### config.mk
export PLATFORM = sky130hd
export DESIGN_NAME = pe_operand_stage
export DESIGN_NICKNAME = d
export VERILOG_FILES = /design/src/rtl/pe_operand_pkg.sv /design/src/rtl/pe_operand_cfg.sv /design/src/rtl/pe_operand_hold.sv /design/src/rtl/pe_operand_mux.sv /design/src/rtl/pe_operand_stage.sv
export SDC_FILE = /design/constraint.sdc
export NUM_CORES = 1
export LEC_CHECK = 0
export BUFFER_PORTS_ARGS = -buffer_cell sky130_fd_sc_hd__buf_4
export CELL_PAD_IN_SITES_DETAIL_PLACEMENT = 0
export CELL_PAD_IN_SITES_GLOBAL_PLACEMENT = 2
export CORE_AREA = 3 3 80 82
export CTS_CLUSTER_DIAMETER = 80
export DETAILED_ROUTE_END_ITERATION = 16
export DIE_AREA = 0 0 83 85
export PLACE_DENSITY = 0.82
export SYNTH_ARGS = -nofsm -noshare
export SYNTH_HDL_FRONTEND = slang
export SYNTH_HIERARCHICAL = 1
export SYNTH_SLANG_ARGS = --single-unit
### constraint.sdc
create_clock -name clk -period 1.3 [get_ports clk]
set_input_delay 0.065 -clock clk [delete_from_list [all_inputs] [get_ports clk]]
set_output_delay 0.065 -clock clk [all_outputs]
set_load 0.01 [all_outputs]
### src/rtl/pe_operand_pkg.sv
package pe_operand_pkg;
    typedef enum logic [1:0] {
        SRC_CONST = 2'd0,
        SRC_GATED = 2'd1,
        SRC_PASS  = 2'd2,
        SRC_DELAY = 2'd3
    } src_mode_e;
endpackage

### src/rtl/pe_operand_cfg.sv
module pe_operand_cfg
    import pe_operand_pkg::*;
#(
    parameter int W = 16
) (
    input  logic         clk,
    input  logic         rst_n,
    input  logic         mode_we,
    input  logic [1:0]   mode_wdata,
    input  logic         const_we,
    input  logic [W-1:0] const_wdata,
    output src_mode_e    mode_q,
    output logic [W-1:0] const_q
);
    // Mode register: this is the stage's state register.
    always_ff @(posedge clk or negedge rst_n) begin
        if (!rst_n) begin
            mode_q <= SRC_CONST;
        end else if (mode_we) begin
            mode_q <= src_mode_e'(mode_wdata);
        end
    end

    always_ff @(posedge clk or negedge rst_n) begin
        if (!rst_n) begin
            const_q <= '0;
        end else if (const_we) begin
            const_q <= const_wdata;
        end
    end
endmodule

### src/rtl/pe_operand_hold.sv
module pe_operand_hold
    import pe_operand_pkg::*;
#(
    parameter int W = 16
) (
    input  logic         clk,
    input  logic         rst_n,
    input  src_mode_e    mode,
    input  logic         capture,
    input  logic [W-1:0] d,
    output logic [W-1:0] q
);
    logic load;

    always_comb begin
        unique case (mode)
            SRC_DELAY: load = 1'b1;
            SRC_GATED: load = capture;
            SRC_CONST: load = 1'b0;
            SRC_PASS:  load = 1'b0;
            default:   load = 1'b0;
        endcase
    end

    always_ff @(posedge clk or negedge rst_n) begin
        if (!rst_n) begin
            q <= '0;
        end else if (load) begin
            q <= d;
        end
    end
endmodule

### src/rtl/pe_operand_mux.sv
module pe_operand_mux
    import pe_operand_pkg::*;
#(
    parameter int W = 16
) (
    input  src_mode_e    mode,
    input  logic [W-1:0] const_val,
    input  logic [W-1:0] held_val,
    input  logic [W-1:0] live_val,
    output logic [W-1:0] y
);
    always_comb begin
        unique case (mode)
            SRC_CONST: y = const_val;
            SRC_GATED: y = held_val;
            SRC_PASS:  y = live_val;
            SRC_DELAY: y = held_val;
            default:   y = const_val;
        endcase
    end
endmodule

### src/rtl/pe_operand_stage.sv
module pe_operand_stage
    import pe_operand_pkg::*;
#(
    parameter int W = 16
) (
    input  logic         clk,
    input  logic         rst_n,
    input  logic         cfg_mode_we,
    input  logic [1:0]   cfg_mode,
    input  logic         cfg_const_we,
    input  logic [W-1:0] cfg_const,
    input  logic [W-1:0] in_data,
    input  logic         in_capture,
    output logic [W-1:0] op_out
);
    src_mode_e    mode_q;
    logic [W-1:0] const_q;
    logic [W-1:0] held_q;

    pe_operand_cfg #(.W(W)) cfg_i (
        .clk         (clk),
        .rst_n       (rst_n),
        .mode_we     (cfg_mode_we),
        .mode_wdata  (cfg_mode),
        .const_we    (cfg_const_we),
        .const_wdata (cfg_const),
        .mode_q      (mode_q),
        .const_q     (const_q)
    );

    pe_operand_hold #(.W(W)) hold_i (
        .clk     (clk),
        .rst_n   (rst_n),
        .mode    (mode_q),
        .capture (in_capture),
        .d       (in_data),
        .q       (held_q)
    );

    pe_operand_mux #(.W(W)) mux_i (
        .mode      (mode_q),
        .const_val (const_q),
        .held_val  (held_q),
        .live_val  (in_data),
        .y         (op_out)
    );
endmodule

==> metrics.md, run 1 <==
| Metric | Value |
|---|---|
| ANT cells | `0` |
| Critical path data arrival time | `1600 ps` |
| Min Tclk post-route | `1430 ps` |
| Failing checks | `negative setup slack` |
| CTS tree | `yes` |
| Buf+Inv Stages, Crit Path | `2` |
| DRC Markers | `0` |
| DR iter-0 viols | `61` |
| Synth Area in XOR/XNOR | `0` |
| Post-Synth Adder-Cell Area | `0` |
| Largest family of logic cells by synthesized area | `multiplexers` |
| Placed cell count | `251` |
| Layout fillers | `582` |
| Die W | `83 µm` |
| Clk sinks | `34` |
| Worst-skew pair later-pin latency | `290 ps` |
| Routed WL | `4070 µm` |
| Mapped Area | `0.00172 mm²` |
| Compound-cell area share of the yosys netlist | `0.0560` |
| Clock skew | `3.78 ps` |
| Vias per inst | `4.48` |
| Clk slew on worst S/H paths | `70 ps` |
| Post-Syn Area per Cell | `13.8 µm²` |
| Static leakage | `1.20 nW` |
| NumNets Final | `239` |
| Total Power | `3.03 mW` |
| Initial antenna violation count | `0` |
| Max-cap check violation count | `0` |
| Final Non-Filler Cells | `276` |
| I/O pins | `55` |
| Crit Path Class | `flip-flop to flip-flop` |
| Final antenna-violating net count | `0` |
| Max FO, Critical Path | `10` |
| First-pass GRT wire length | `6530 µm` |
| R2r setup slk | `-130 ps` |
| Mux contribution to synthesized area | `0.359` |
| Hold path startpoint | `cfg_const[1]` |
| Via count | `1,237` |
| Total GRT Usage | `0.119` |
| P&R area growth vs syn | `43.7%` |
| Crit path max-delay family | `flip-flops` |
| Setup TNS | `-2420 ps` |
| Worst flop-to-flop path endpoint | `hold_i/q[10]` |
| YS warnings | `6` |
| Layout cell share with drive strength beyond 1 | `0.527` |
| Final Setup Violations | `31` |
| Final instance area | `0.00247 mm²` |
| IO buf count | `54` |
| Multi-input gate area in the final layout | `778 µm²` |
| Max stage delay on crit path | `450 ps` |
| Syn Nets | `164` |
| CP endpoint kind | `flip-flop` |
| DP HPWL | `2670 µm` |
| Num CTS Buffers | `5` |
| Longest Clk Path Bufs | `2` |
| Hold path cells | `2` |
| Largest net degree at the start of global routing | `35` |
| Initial core utilization | `0.296` |
| WL/cell | `14.7 µm` |
| Util after Layout | `0.425` |
| Root buf cell | `clkbuf_8` |
| Die ar. | `0.00706 mm²` |
| Seq/Total Area, Yosys | `0.495` |
| Simple logic cell fraction of the synthesized area | `0.0349` |
| Site Rows | `28` |
| Sequence of cells on the critical path | `buf_4, o21ai_4, buf_12, mux2_2` |
| Vias in the first global route | `1,300` |
| RSZ-0062 raised after global routing | `yes` |
| Fin crit share | `1.10` |
| Routability cong. | `0.683` |
| Post-Syn Instances | `125` |
| Worst VDD drop | `0.632 mV` |
| Die Ht | `85 µm` |
| Yosys reg bits | `34` |
| Placed cell area | `0.00217 mm²` |
| Core area | `0.00582 mm²` |
| Max Clk Rate | `700 MHz` |
| Critical path's slowest cell | `dfrtp_2` |
| Slew headroom | `0.704` |
| Congestion Overflow GR | `0` |
| Slew Viols, Final | `0` |
| R2R depth | `4` |
| Reg area | `853 µm²` |
| Power per cell area | `1220 mW/mm²` |
| Synth cell types | `12` |
| Worst R2R Start | `cfg_i/mode_q[1]` |
| Status | `finished, violations left` |
| Worst endpoint required time | `1470 ps` |
| H-tree depth | `2` |
| Worst hold slack | `11.1 ps` |
| Place WS | `38.1 ps` |
| Startpoint types | `flip-flop` |
| Hold EP | `cfg_i/const_q[1]` |
| DRT Pass-1 Iters | `3` |
| Hold Vio Cnt, Final | `0` |
| Hold WC Path Type | `primary input to flip-flop` |
| Worst setup margin | `-129 ps` |
| Worst Tran Pin Value | `444 ps` |
## placed cells by master (no fill, tap or decap)
cell           netlist  layout
o21ai_4              1       1
mux2_4              20      21
clkinv_2             0       1
dfrtp_2              0       2
nand2_1             16      16
buf_12               3       2
clkbuf_16            0       1
buf_4                0      58
dlygate4sd3_1        0      14
o21ai_1             10      16
clkbuf_1             2       1
buf_8                0       1
clkbuf_8             0       6
mux2_2              14      13
mux2i_1             16      16
dfrtp_1             34      32
## repair_timing
item / in CTS / in global routing
setup endpoints to repair: 16 / 30
gates resized for setup: 9 / 5
hold endpoints to repair: 41 / 6
hold buffers: 8 / 6
pin swaps: 1 / 0
gates cloned: 0 / 1
setup buffers: 1 / 1
## layout make-up
| cell class | instances | area share |
|---|---|---|
| well taps | 75 | 0.0380 |
| repair buffers | 76 | 0.265 |
| clock buffers | 7 | 0.0349 |
| multi-input cells | 83 | 0.315 |
| flip-flops and latches | 34 | 0.345 |
| clock inverters | 1 | 0.00202 |
## routing by layer
metal	GRT usage	wire length [µm]	up-vias
met1	0.158	1940	598
met2	0.171	1790	39
met5	0	0	-
li1	-	-	593
met3	0.0456	253	7
met4	0.0579	78	0
## cells in the mapped netlist
cell / number / area (µm²)
dfrtp_1: 34 / 851
mux2_2: 14 / 158
clkbuf_1: 2 / 7.51
o21ai_1: 10 / 50.1
buf_6: 2 / 22.5
mux2i_1: 16 / 160
nand2_1: 16 / 60.1
buf_12: 3 / 60.1
mux2_4: 20 / 300
buf_2: 1 / 5.00
o21ai_4: 1 / 16.3
o21ai_0: 6 / 30.0
## cell families after synthesis
| kind of cell | count (synthesis) |
|---|---|
| buffers and inverters | 8 |
| multiplexers | 50 |
| AND/OR/NAND/NOR | 16 |
| flip-flops | 34 |
| AO/OA/AOI/OAI | 17 |
## registers in the layout (all words and copies together) (netlist names)
signal	flops
cfg_i/const_q	16
cfg_i/mode_q	2
hold_i/q	16
## how the worst max path moves through the flow
| stage | start | endpoint | slack [ps] | cells past startpoint |
|---|---|---|---|---|
| global route | cfg_i/mode_q[1] | op_out[9] | -170 | 4 |
| global placement | cfg_i/mode_q[1] | op_out[9] | 60 | 4 |
| detailed placement | cfg_i/mode_q[1] | hold_i/q[13] | 40 | 3 |
| CTS | cfg_i/mode_q[1] | op_out[8] | -90 | 4 |
| finish | cfg_i/mode_q[1] | hold_i/q[10] | -130 | 4 |
| floorplan | cfg_i/mode_q[1] | hold_i/q[0] | 40 | 3 |
## where the power goes
part,switching [mW],internal [mW]
Sequential,0.0932,1.22
Clock,0.383,0.427
Combinational,0.349,0.558
Note: power is estimated with default switching activity, not from simulation.
==> run 2: changes to the inputs <==
--- a/config.mk
+++ b/config.mk
@@ -6,13 +6,13 @@
 export NUM_CORES = 1
 export LEC_CHECK = 0
 export BUFFER_PORTS_ARGS = -buffer_cell sky130_fd_sc_hd__buf_4
-export CELL_PAD_IN_SITES_DETAIL_PLACEMENT = 0
-export CELL_PAD_IN_SITES_GLOBAL_PLACEMENT = 2
-export CORE_AREA = 3 3 80 82
+export CELL_PAD_IN_SITES_DETAIL_PLACEMENT = 1
+export CELL_PAD_IN_SITES_GLOBAL_PLACEMENT = 1
+export CORE_AREA = 3 3 74 76
 export CTS_CLUSTER_DIAMETER = 80
 export DETAILED_ROUTE_END_ITERATION = 16
-export DIE_AREA = 0 0 83 85
-export PLACE_DENSITY = 0.82
+export DIE_AREA = 0 0 77 79
+export PLACE_DENSITY = 0.81
 export SYNTH_ARGS = -nofsm -noshare
 export SYNTH_HDL_FRONTEND = slang
 export SYNTH_HIERARCHICAL = 1
==> run 2 against run 1 <==
The run still ends with negative setup slack left. Register-to-register slack is essentially flat. First-iteration DRC count decreased by 57%. Final cell count down 6.2%. Die area is 14% lower. Utilization up 7.2 points. Total power about the same. Final area is 3.7% lower. Routed wire length is 2.5% higher. Largest cell class unchanged. Largest power group unchanged.
==> metrics.md, run 2 (same netlist as run 1, synthesis figures left out) <==
| Metric | Value |
|---|---|
| Worst VDD drop | `0.571 mV (-9.7%)` |
| Worst Tran Pin Value | `440 ps (-4.22 ps)` |
| Hold Vio Cnt, Final | `0 (unchanged)` |
| Hold WC Path Type | `primary input to flip-flop` |
| WL/cell | `16.1 µm (+9.2%)` |
| P&R area growth vs syn | `38.4%` |
| Status | `finished, violations left` |
| Vias in the first global route | `1,403 (+7.9%)` |
| NumNets Final | `230 (-3.8%)` |
| Initial core utilization | `0.359 (+0.0637)` |
| Final antenna-violating net count | `0 (unchanged)` |
| R2r setup slk | `-130 ps (about the same)` |
| Max FO, Critical Path | `10 (unchanged)` |
| Static leakage | `1.16 nW (-3.6%)` |
| Max stage delay on crit path | `450 ps (about the same)` |
| Max Clk Rate | `701 MHz (+0.20%)` |
| Vias per inst | `4.69 (+4.6%)` |
| Leading cell type in the layout, fill and taps excluded | `buf_4` |
| Worst endpoint required time | `1470 ps (about the same)` |
| DRC Markers | `0 (unchanged)` |
| DR iter-0 viols | `26 (-57%)` |
| Clk slew on worst S/H paths | `70 ps (about the same)` |
| Fin crit share | `1.10 (-0.00217)` |
| Total Power | `3.03 mW (about the same)` |
| Worst-skew pair later-pin latency | `280 ps (about the same)` |
| H-tree depth | `2 (unchanged)` |
| Num CTS Buffers | `5 (unchanged)` |
| Largest net degree at the start of global routing | `35 (unchanged)` |
| DP HPWL | `3020 µm (+13%)` |
| Layout cell share with drive strength beyond 1 | `0.557 (+0.0299)` |
| Die Ht | `79 µm (-7.1%)` |
| First-pass GRT wire length | `6930 µm (+6.1%)` |
| Clock skew | `5.73 ps (+1.95 ps)` |
| Final Non-Filler Cells | `259 (-6.2%)` |
| Sequence of cells on the critical path | `buf_4, o21ai_4, buf_12, mux2_2` |
| ANT cells | `0 (unchanged)` |
| CP endpoint kind | `flip-flop` |
| Die W | `77 µm (-7.2%)` |
| Core area | `0.00479 mm² (-18%)` |
| Crit path max-delay family | `flip-flops` |
| Max-cap check violation count | `0 (unchanged)` |
| Congestion Overflow GR | `0 (unchanged)` |
| Final instance area | `0.00238 mm² (-3.7%)` |
| Placed cell area | `0.00216 mm² (-0.46%)` |
| Largest regs | `cfg_i/const_q (16), hold_i/q (16), cfg_i/mode_q (2)` |
| Layout fillers | `498 (-14%)` |
| Die ar. | `0.00608 mm² (-14%)` |
| Critical path's slowest cell | `dfrtp_2` |
| Power per cell area | `1270 mW/mm² (+3.9%)` |
| Longest Clk Path Bufs | `2 (unchanged)` |
| Initial antenna violation count | `0 (unchanged)` |
| Slew Viols, Final | `0 (unchanged)` |
| Worst setup margin | `-126 ps (+2.82 ps)` |
| Clk sinks | `34 (unchanged)` |
| Most frequent cells in the layout | `buf_4, dfrtp_1, mux2_4` |
| RSZ-0062 raised after global routing | `yes` |
| Slew headroom | `0.707 (+0.00282)` |
| DRT Pass-1 Iters | `4 (+1)` |
| Total GRT Usage | `0.147 (+0.0280)` |
| CTS tree | `yes` |
| Failing checks | `negative setup slack` |
| Placed cell count | `243 (-3.2%)` |
| Routed WL | `4170 µm (+2.5%)` |
| Via count | `1,214 (-1.9%)` |
| I/O pins | `55 (unchanged)` |
| Site Rows | `25 (-11%)` |
| Critical path data arrival time | `1590 ps (about the same)` |
| Final Setup Violations | `32 (+3.2%)` |
| Crit Path Class | `flip-flop to flip-flop` |
| Buf+Inv Stages, Crit Path | `2 (unchanged)` |
| Startpoint types | `flip-flop` |
| Root buf cell | `clkbuf_8` |
| Routability cong. | `0.781 (+14%)` |
| Min Tclk post-route | `1430 ps (-2.82 ps)` |
| IO buf count | `54 (unchanged)` |
## run 2: final cells by class
cell class / instances / area, µm² / area share
Clock inverter: 1 / 5.00 / 0.00210
Timing Repair Buffer: 67 / 564 / 0.237
Sequential cell: 34 / 852 / 0.358
Tap cell: 67 / 83.8 / 0.0352
Multi-Input combinational cell: 83 / 790 / 0.332
Clock buffer: 7 / 86.3 / 0.0363
## run 2: where the power goes
part / internal (mW) / total, mW / switching [mW]
Sequential: 1.21 / 1.31 / 0.0985
Combinational: 0.543 / 0.903 / 0.360
Clock: 0.428 / 0.813 / 0.385
## run 2: layer usage
| metal | up-vias | track usage | wire [µm] |
|---|---|---|---|
| met5 | - | 0 | 0 |
| met4 | 0 | 0.0374 | 8 |
| met3 | 2 | 0.0454 | 218 |
| met2 | 38 | 0.252 | 2120 |
| met1 | 607 | 0.182 | 1820 |
| li1 | 567 | - | - |
## run 2: through the flow
stage,hold slack (ps),utilization,setup TNS (ps),setup WS [ps]
global route,5.19,0.498,-4240,-191
floorplan,-231,-,0,41.7
CTS,0.478,0.485,-2190,-163
global placement,29.1,0.452,0,92.7
finish,14.7,0.498,-2720,-126
detailed placement,42.2,0.452,0,50.5
## run 2: what timing repair did
action	in CTS	in global routing
pin swaps	2	1
setup buffers	0	1
hold endpoints to repair	35	4
hold buffers	2	4
cloned	1	0
setup endpoints to repair	16	29
gates resized for setup	9	8
## run 2: final timing paths
| kind | from | endpoint | cells past startpoint |
|---|---|---|---|
| worst max-delay path | cfg_i/mode_q[1] | hold_i/q[11] | 4 |
| worst min-delay path | cfg_mode[1] | cfg_i/mode_q[1] | 2 |
| worst max register to register | cfg_i/mode_q[1] | hold_i/q[11] | 4 |
| worst min register to register | cfg_i/const_q[0] | cfg_i/const_q[0] | 1 |
| max in group asynchronous | rst_n | cfg_i/mode_q[1] | 2 |
| min in group asynchronous | rst_n | cfg_i/const_q[12] | 2 |
## run 2: worst reg2reg max path: cells and delay by family, from the launching register on
kind                   cells  cell delay, ps
buffers and inverters      2             330
AOI/OAI and AO/OA          1             190
muxes                      1             340
DFF                        1             450
==> run 3: changes to the inputs <==
--- a/config.mk
+++ b/config.mk
@@ -8,11 +8,11 @@
 export BUFFER_PORTS_ARGS = -buffer_cell sky130_fd_sc_hd__buf_4
 export CELL_PAD_IN_SITES_DETAIL_PLACEMENT = 1
 export CELL_PAD_IN_SITES_GLOBAL_PLACEMENT = 1
-export CORE_AREA = 3 3 74 76
+export CORE_AREA = 3 3 63 88
 export CTS_CLUSTER_DIAMETER = 80
 export DETAILED_ROUTE_END_ITERATION = 16
-export DIE_AREA = 0 0 77 79
-export PLACE_DENSITY = 0.81
+export DIE_AREA = 0 0 66 91
+export PLACE_DENSITY = 0.82
 export SYNTH_ARGS = -nofsm -noshare
 export SYNTH_HDL_FRONTEND = slang
 export SYNTH_HIERARCHICAL = 1
==> run 3 against run 2 <==
The run still ends with negative setup slack left. Sequential power about the same. Clock power decreased by 2%. Clock skew decreased by 2.0 ps. Via count decreased by 0.41%. Register-to-register slack improved by 40 ps.
==> metrics.md, run 3 (same netlist as run 1, synthesis figures left out) <==
| Metric | Value |
|---|---|
| Max-cap check violation count | `0 (unchanged)` |
| R2R depth | `4 (unchanged)` |
| First-pass GRT wire length | `6800 µm (-1.9%)` |
| Worst Tran Pin Value | `434 ps (-5.56 ps)` |
| Via count | `1,209 (-0.41%)` |
| Clk sinks | `34 (unchanged)` |
| ANT cells | `0 (unchanged)` |
| Die ar. | `0.00601 mm² (-1.3%)` |
| Worst hold slack | `13.8 ps (-0.923 ps)` |
| Worst VDD drop | `0.704 mV (+23%)` |
| Site Rows | `30 (+20%)` |
| Max FO, Critical Path | `4 (-6)` |
| Hold Vio Cnt, Final | `0 (unchanged)` |
| Worst R2R Start | `cfg_i/mode_q[1]` |
| Crit Path Class | `flip-flop to output port` |
| Clock skew | `3.72 ps (-2.02 ps)` |
| Num CTS Buffers | `5 (unchanged)` |
| Congestion Overflow GR | `0 (unchanged)` |
| Critical path data arrival time | `1320 ps (-270 ps)` |
| CTS tree | `yes` |
| Die Ht | `91 µm (+15%)` |
| Worst flop-to-flop path endpoint | `hold_i/q[12]` |
| Leading cell type in the layout, fill and taps excluded | `buf_4` |
| Placed cell count | `241 (-0.82%)` |
| Total GRT Usage | `0.153 (+0.00555)` |
| DRT Pass-1 Iters | `4 (unchanged)` |
| Startpoint types | `flip-flop` |
| WL/cell | `16.6 µm (+2.9%)` |
| H-tree depth | `2 (unchanged)` |
| Hold WC Path Type | `primary input to flip-flop` |
| Status | `finished, violations left` |
| Routability cong. | `0.731 (-6.4%)` |
| Vias in the first global route | `1,351 (-3.7%)` |
| NumNets Final | `229 (-0.43%)` |
| Slew Viols, Final | `0 (unchanged)` |
| Largest regs | `cfg_i/const_q (16), hold_i/q (16), cfg_i/mode_q (2)` |
| Routed WL | `4230 µm (+1.3%)` |
| IO buf count | `54 (unchanged)` |
| Largest net degree at the start of global routing | `35 (unchanged)` |
| Vias per inst | `4.74 (+1.2%)` |
| Final Setup Violations | `32 (unchanged)` |
| Longest Clk Path Bufs | `2 (unchanged)` |
| Die W | `66 µm (-14%)` |
| Slew headroom | `0.710 (+0.00371)` |
| I/O pins | `55 (unchanged)` |
| CP endpoint kind | `output port` |
| DRC Markers | `0 (unchanged)` |
| Initial core utilization | `0.355 (-0.00418)` |
| Initial antenna violation count | `0 (unchanged)` |
| Clk slew on worst S/H paths | `70 ps (about the same)` |
| Worst endpoint required time | `1240 ps (-230 ps)` |
| Setup TNS | `-1500 ps (+1220 ps)` |
| RSZ-0062 raised after global routing | `yes` |
| CP Capture Point | `op_out[6]` |
| Final Non-Filler Cells | `255 (-1.5%)` |
| R2r setup slk | `-80 ps (+40 ps)` |
| Power per cell area | `1280 mW/mm² (+0.54%)` |
| P&R area growth vs syn | `36.6%` |
| Worst-skew pair later-pin latency | `280 ps (about the same)` |
| Final antenna-violating net count | `0 (unchanged)` |
| Min Tclk post-route | `1380 ps (-41.1 ps)` |
| Fin crit share | `1.07 (-0.0316)` |
| Static leakage | `1.17 nW (+0.93%)` |
| DP HPWL | `3090 µm (+2.2%)` |
| Total Power | `3.01 mW (-0.78%)` |
| Most frequent cells in the layout | `buf_4, dfrtp_1, mux2_4` |
| Worst setup margin | `-84.9 ps (+41.1 ps)` |
| Core area | `0.00484 mm² (+1.2%)` |
| DR iter-0 viols | `15 (-42%)` |
| CP startpoint | `cfg_i/mode_q[1]` |
| Root buf cell | `clkbuf_8` |
| Layout cell share with drive strength beyond 1 | `0.550 (-0.00755)` |
| Max Clk Rate | `722 MHz (+3.0%)` |
| Failing checks | `negative setup slack` |
==> run 3: how the worst min path moves through the flow <==
stage / start / end / slack (ps) / depth (start not counted)
after floorplan: rst_n / cfg_i/const_q[0] / -230 / 0
after global placement: rst_n / cfg_i/const_q[2] / 30 / 1
after detailed placement: rst_n / cfg_i/const_q[3] / 40 / 1
after CTS: cfg_const[7] / cfg_i/const_q[7] / 0.4 / 2
after global routing: cfg_const[10] / cfg_i/const_q[10] / 0.3 / 2
final: cfg_const[5] / cfg_i/const_q[5] / 10 / 2
==> run 3: through the flow <==
| step | area [µm²] | setup WS (ps) | utilization |
|---|---|---|---|
| floorplan | 1720 | 41.7 | - |
| detailed placement | 2160 | 38.8 | 0.445 |
| CTS | 2300 | -131 | 0.475 |
| global route | 2350 | -172 | 0.485 |
| global placement | 2160 | 84.4 | 0.445 |
| finish | 2350 | -84.9 | 0.485 |
==> run 3: repair_timing <==
item,CTS,global route
cloned,0,1
pin swaps,1,0
hold buffers,2,2
setup buffers,1,0
resized for setup,12,8
endpoints found under the hold margin,35,2
endpoints found under the setup margin,16,32
==> run 3: critical path, stage by stage, from the launching register on <==
cell and delay (ps):
dfrtp_2 410, buf_2 200, mux2i_1 210, o21ai_1 80, buf_4 140
==> run 3: report_power, final <==
part	internal (mW)	total, mW	switching (mW)
Sequential	1.22	1.32	0.102
Combinational	0.539	0.894	0.355
Clock	0.427	0.794	0.367
==> run 3: routing by layer <==
| layer | share of wire | GRT usage | vias to the layer above |
|---|---|---|---|
| met4 | 0.020 | 0.0661 | 0 |
| met3 | 0.055 | 0.0396 | 6 |
| li1 | - | - | 566 |
| met2 | 0.52 | 0.252 | 34 |
| met5 | 0 | 0 | - |
| met1 | 0.41 | 0.184 | 603 |
==> run 3: cell type report <==
cell class,count,area [µm²]
timing repair buffer,66,533
clock inverter,1,5.00
fill,531,2490
tap,64,80.1
clock buffer,7,86.3
sequential,34,852
multi-input combinational,83,793
